$ cat src/rtl/flag_alu_pkg.sv
package flag_alu_pkg;

    typedef enum logic [3:0] {
        OP_ADD  = 4'd0,
        OP_ADDC = 4'd1,
        OP_SUB  = 4'd2,
        OP_SUBC = 4'd3,
        OP_AND  = 4'd4,
        OP_OR   = 4'd5,
        OP_XOR  = 4'd6,
        OP_CMP  = 4'd7,
        OP_CMPC = 4'd8,
        OP_TST  = 4'd9,
        OP_TSTC = 4'd10
    } alu_op_e;

    typedef enum logic [1:0] {
        CLS_ARITH = 2'd0,
        CLS_LOGIC = 2'd1,
        CLS_TEST  = 2'd2,
        CLS_NONE  = 2'd3
    } op_class_e;

    typedef enum logic [1:0] {
        LFN_AND = 2'd0,
        LFN_OR  = 2'd1,
        LFN_XOR = 2'd2
    } logic_fn_e;

    typedef struct packed {
        op_class_e cls;
        logic      subtract;
        logic      use_cin;
        logic      chain_z;
        logic      writes;
        logic_fn_e lfn;
    } op_ctrl_t;

    typedef struct packed {
        logic c;
        logic z;
    } flags_t;

    function automatic op_ctrl_t decode_op(input logic [3:0] code);
        op_ctrl_t d;
        d.cls      = CLS_NONE;
        d.subtract = 1'b0;
        d.use_cin  = 1'b0;
        d.chain_z  = 1'b0;
        d.writes   = 1'b0;
        d.lfn      = LFN_AND;
        case (code)
            OP_ADD:  begin d.cls = CLS_ARITH; d.writes = 1'b1; end
            OP_ADDC: begin d.cls = CLS_ARITH; d.writes = 1'b1;
                           d.use_cin = 1'b1; d.chain_z = 1'b1; end
            OP_SUB:  begin d.cls = CLS_ARITH; d.writes = 1'b1;
                           d.subtract = 1'b1; end
            OP_SUBC: begin d.cls = CLS_ARITH; d.writes = 1'b1;
                           d.subtract = 1'b1; d.use_cin = 1'b1;
                           d.chain_z = 1'b1; end
            OP_AND:  begin d.cls = CLS_LOGIC; d.writes = 1'b1; d.lfn = LFN_AND; end
            OP_OR:   begin d.cls = CLS_LOGIC; d.writes = 1'b1; d.lfn = LFN_OR; end
            OP_XOR:  begin d.cls = CLS_LOGIC; d.writes = 1'b1; d.lfn = LFN_XOR; end
            OP_CMP:  begin d.cls = CLS_ARITH; d.subtract = 1'b1; end
            OP_CMPC: begin d.cls = CLS_ARITH; d.subtract = 1'b1;
                           d.use_cin = 1'b1; d.chain_z = 1'b1; end
            OP_TST:  begin d.cls = CLS_TEST; d.lfn = LFN_AND; end
            OP_TSTC: begin d.cls = CLS_TEST; d.lfn = LFN_AND;
                           d.use_cin = 1'b1; d.chain_z = 1'b1; end
            default: d.cls = CLS_NONE;
        endcase
        return d;
    endfunction

endpackage

$ cat src/rtl/flag_alu_arith.sv
module flag_alu_arith
    import flag_alu_pkg::*;
#(
    parameter int DATA_W = 8
) (
    input  logic [DATA_W-1:0] a,
    input  logic [DATA_W-1:0] b,
    input  logic              cin,
    input  logic              subtract,
    input  logic              use_cin,
    output logic [DATA_W-1:0] sum,
    output logic              cflag
);
    localparam int EXT_W = DATA_W + 1;

    logic [DATA_W-1:0] b_eff;
    logic              chain_bit;
    logic              cin_eff;
    logic [EXT_W-1:0]  ext;

    // Subtraction runs as a + ~b + ~borrow_in; the borrow out is the inverted carry.
    always_comb begin
        chain_bit = use_cin & cin;
        b_eff     = subtract ? ~b : b;
        cin_eff   = subtract ? ~chain_bit : chain_bit;
        ext       = {1'b0, a} + {1'b0, b_eff} + {{DATA_W{1'b0}}, cin_eff};
        sum       = ext[DATA_W-1:0];
        cflag     = subtract ? ~ext[DATA_W] : ext[DATA_W];
    end

endmodule

$ cat src/rtl/flag_alu_logic.sv
module flag_alu_logic
    import flag_alu_pkg::*;
#(
    parameter int DATA_W = 8
) (
    input  logic [DATA_W-1:0] a,
    input  logic [DATA_W-1:0] b,
    input  logic_fn_e         fn,
    input  logic              cin,
    input  logic              use_cin,
    output logic [DATA_W-1:0] res,
    output logic              parity
);
    logic [DATA_W:0] par_chain;

    always_comb begin
        case (fn)
            LFN_OR:  res = a | b;
            LFN_XOR: res = a ^ b;
            default: res = a & b;
        endcase
    end

    // Parity chain, seeded with the stored carry for the chained test.
    assign par_chain[0] = use_cin & cin;
    generate
        for (genvar i = 0; i < DATA_W; i++) begin : g_par
            assign par_chain[i+1] = par_chain[i] ^ res[i];
        end
    endgenerate
    assign parity = par_chain[DATA_W];

endmodule

$ cat src/rtl/flag_alu_flags.sv
module flag_alu_flags
    import flag_alu_pkg::*;
(
    input  logic   clk,
    input  logic   rst,
    input  logic   en,
    input  flags_t nxt,
    output flags_t q
);
    always_ff @(posedge clk) begin
        if (rst) begin
            q <= '0;
        end else if (en) begin
            q <= nxt;
        end
    end

endmodule

$ cat src/rtl/flag_alu.sv
module flag_alu
    import flag_alu_pkg::*;
#(
    parameter int DATA_W = 8
) (
    input  logic              clk,
    input  logic              rst,
    input  logic              exec_en,
    input  logic [3:0]        op_sel,
    input  logic [DATA_W-1:0] opa,
    input  logic [DATA_W-1:0] opb,
    output logic [DATA_W-1:0] result,
    output logic              wr_en,
    output logic              carry_nxt,
    output logic              zero_nxt,
    output logic              carry_q,
    output logic              zero_q
);
    op_ctrl_t          ctrl;
    flags_t            fl_q;
    flags_t            fl_nxt;
    logic [DATA_W-1:0] arith_res;
    logic              arith_c;
    logic [DATA_W-1:0] logic_res;
    logic              logic_par;
    logic              res_zero;

    assign ctrl = decode_op(op_sel);

    flag_alu_arith #(.DATA_W(DATA_W)) u_arith (
        .a        (opa),
        .b        (opb),
        .cin      (fl_q.c),
        .subtract (ctrl.subtract),
        .use_cin  (ctrl.use_cin),
        .sum      (arith_res),
        .cflag    (arith_c)
    );

    flag_alu_logic #(.DATA_W(DATA_W)) u_logic (
        .a       (opa),
        .b       (opb),
        .fn      (ctrl.lfn),
        .cin     (fl_q.c),
        .use_cin (ctrl.use_cin),
        .res     (logic_res),
        .parity  (logic_par)
    );

    always_comb begin
        case (ctrl.cls)
            CLS_ARITH: result = arith_res;
            CLS_LOGIC: result = logic_res;
            CLS_TEST:  result = logic_res;
            default:   result = '0;
        endcase
        res_zero = (result == '0);
        case (ctrl.cls)
            CLS_ARITH: fl_nxt.c = arith_c;
            CLS_LOGIC: fl_nxt.c = 1'b0;
            CLS_TEST:  fl_nxt.c = logic_par;
            default:   fl_nxt.c = fl_q.c;
        endcase
        if (ctrl.cls == CLS_NONE) begin
            fl_nxt.z = fl_q.z;
        end else begin
            fl_nxt.z = res_zero & (~ctrl.chain_z | fl_q.z);
        end
    end

    flag_alu_flags u_flags (
        .clk (clk),
        .rst (rst),
        .en  (exec_en),
        .nxt (fl_nxt),
        .q   (fl_q)
    );

    assign wr_en     = ctrl.writes;
    assign carry_nxt = fl_nxt.c;
    assign zero_nxt  = fl_nxt.z;
    assign carry_q   = fl_q.c;
    assign zero_q    = fl_q.z;

endmodule

$ cat config.mk
export PLATFORM = sky130hd
export DESIGN_NAME = flag_alu
export DESIGN_NICKNAME = d
export VERILOG_FILES = /design/src/rtl/flag_alu_pkg.sv /design/src/rtl/flag_alu_arith.sv /design/src/rtl/flag_alu_logic.sv /design/src/rtl/flag_alu_flags.sv /design/src/rtl/flag_alu.sv
export SDC_FILE = /design/constraint.sdc
export NUM_CORES = 1
export LEC_CHECK = 0
export CORE_MARGIN = 2
export CORE_UTILIZATION = 30
export CTS_CLUSTER_SIZE = 14
export DETAILED_ROUTE_END_ITERATION = 10
export DONT_BUFFER_PORTS = 1
export PLACE_DENSITY = 0.46
export SETUP_SLACK_MARGIN = 0.1
export SYNTH_ARGS = -nofsm -noshare
export SYNTH_HDL_FRONTEND = slang
export SYNTH_HIERARCHICAL = 1
export SYNTH_SLANG_ARGS = --single-unit
$ cat constraint.sdc
create_clock -name clk -period 6.05 [get_ports clk]
set_input_delay 0.3025 -clock clk [delete_from_list [all_inputs] [get_ports clk]]
set_output_delay 0.3025 -clock clk [all_outputs]
set_load 0.01 [all_outputs]
==> impl_results.md <==
* Initial antenna violation count at 0
* Worst skew pair latency at 0.21 ns
* Top Ports at 36
* Cts bufs inserted at 3
* R2R cell count at 14
* Vias in the first global route at 1229
* Clock root cell: clkbuf_8
* Met2 Resource Use GR at 20.9%
* Total gr overflow at 0
* R2R Path Start: u_flags/q[1]
* Hold Vio Cnt, Final at 0
* Worst hold start: rst
* Mapped Area at 0.00159 sq mm
* Min cycle time layout at 3.86 ns
* Via count at 1291
* Critical path class: input port to output port
* Hold Path Sink: u_flags/q[1]
* Clock sinks at 2
* Leading cell type in the layout, fill and taps excluded: inv_1
* Post-CTS setup buffer count at 0
* Total GRT Usage at 12.9%
* CP endpoint kind: output port
* Hold-fix buffers, CTS at 0
* Max FO, Critical Path at 10
* Power per Cell Area at 147 mW/mm^2
* Post-DP HPWL at 3110 um
* Biggest register: u_flags/q
* Status: finished clean
* Core Util, Final at 32.2%
* Cells taking the most area after synthesis: ha_1, xor2_1, inv_1
* Worst-margin pin slew at 0.448 ns
* Max VDD drop at 0.0000713 V
* Cell count after synthesis at 206
* H-tree levels at 1
* Worst reg-to-reg setup slack at 2.73 ns
* First-pass GRT wire length at 6270 um
* Worst setup SP type: input port
* Min-delay worst type: input port to register
* Multi-input logic area at 0.00135 sq mm
* Initial Utilization at 31.1%
* Routed WL at 3690 um
* Final Max Slew Viols at 0
* Fmax at 259 MHz
* Largest net degree at the start of global routing at 14
* RD Place Congestion at 0.821
* Reg clk slew, reported paths at 0.03 ns
* EDFF count, synth at 0
* Core Box Area at 0.00511 sq mm
* RSZ-0062 raised after global routing: no
* # port buffers at 0
* Gr busiest metal: met2
* Sequential element share of the synthesized area at 2.52%
* Routed Antenna Nets at 0
* Netlist cell types at 51
* Area Overhead vs Synth at 3.55%
* Syn Nets at 257
* Top cell type's share of synthesized area at 20.5%
* Max reg flops at 2
* MaxCap Viol Count at 0
* Met1 GRT Util at 18.1%
* Number of DRC violations after detailed-routing iteration 0 at 90
* Post-cts sizing count at 0
* Highest-count cells in the layout ignoring fill and taps: inv_1, ha_1, xor2_1, nor2_1, nand2_1
* CTS tree: yes
* N_diodes at 0
* Relative slew slack at 70.0%
* Ys Warns at 6
* Layout cell share with drive strength beyond 1 at 13.8%
* WHS Path Cells at 1
* Regs by FF count: u_flags/q: 2 flops
* Wire per inst at 13.5 um
* Layout fillers at 569
* Crit path DAT at 3.56 ns
* Main synth FF type: dfxtp_1
* Met3 Track Usage GR at 1.88%
* Via density at 4.73
* Fin nets at 256
* P_leak at 0.000765 uW
* FP Rows at 26
* Setup violations, final at 0
* CP required at 5.75 ns
* Period utilization at 63.8%
* DRT Pass-1 Iters at 4
* Die area at 0.00589 sq mm
* Post-synth top area cell: ha_1
* Worst setup margin at 2.19 ns
* Die span in x at 76.8 um
* Die height at 76.8 um
* Total negative setup slack at 0 ns
* Clk_skew at 0.00119 ns
* Async S/R FF share, synth at 0%
* CP startpoint: op_sel[2]
* Clk buf depth at 2
* Synthesized flop and latch total at 2
* RR Endpoint: u_flags/q[0]
* Avg Cell Area, Syn at 7.71 sq um
* Post-route DRC at 0
* Pre-CTS setup slack at 2.16 ns
* Register area at 40.0 sq um
==> synthesized netlist by cell type (3+ instances only) <==
cell type / instances
a21oi_1: 12
a31oi_1: 3
a31oi_2: 4
and2b_2: 7
buf_6: 3
clkbuf_8: 3
ha_1: 26
inv_1: 28
mux2i_1: 4
nand2_1: 13
nand2b_1: 6
nor2_1: 14
nor2b_1: 6
nor3_1: 4
o21a_1: 4
o21ai_0: 4
xnor2_1: 9
xor2_1: 14
==> where the power goes <==
part / internal (uW) / leakage, uW / switching, uW
logic: 77.1 / 0.000727 / 96.2
registers: 14.4 / 0.0000163 / 1.70
clock network: 42.0 / 0.0000216 / 9.54
==> layer usage <==
layer	vias up	share of wire [%]	wire [um]
li1	690	-	-
met1	575	49	1820
met2	24	46	1680
met3	2	4.7	173
met4	0	0.33	12
met5	-	0	0
==> final cells by class <==
type / instances / share of cell area (%)
Sequential cell: 2 / 2.44
Multi-Input combinational cell: 167 / 82.3
Clock buffer: 3 / 2.51
Inverter: 30 / 7.00
Tap cell: 70 / 5.33
Timing Repair Buffer: 1 / 0.457
==> worst max-delay path by stage <==
stage,slack [ns],endpoint
CTS,2.14,zero_nxt
floorplan,2.33,zero_nxt
global route,1.96,zero_nxt
global placement,2.24,zero_nxt
finish,2.19,zero_nxt
detailed placement,2.16,zero_nxt
==> logic make-up after synthesis <==
| logic type | synth area share, % |
|---|---|
| AO/OA/AOI/OAI | 19.6 |
| XOR/XNOR | 14.1 |
| adder cells (fa/ha/maj) | 23.0 |
| buffers and inverters | 12.3 |
| flip-flops | 2.52 |
| multiplexers | 2.52 |
| AND/OR/NAND/NOR | 25.9 |
==> through the flow <==
stage,std cells,hold WS (ns),power (uW),cell area [sq um]
after floorplan,206,0.375,165,1590
after global placement,270,0.376,190,1600
after detailed placement,270,0.377,190,1600
after CTS,273,0.158,244,1640
after global routing,273,0.153,267,1640
final,273,0.163,241,1640
==> worst max-delay path, stage by stage <==
cell	delay (ns)
or3_1	0.39
mux2i_1	0.16
buf_4	0.24
xnor2_1	0.12
fa_1	0.45
fa_1	0.41
and2b_1	0.24
o2111ai_2	0.14
nand3b_1	0.13
xor2_1	0.09
nor3_1	0.16
nand2_1	0.07
and3b_2	0.22
nor4_2	0.44
Power figures use the tool's default switching activity.
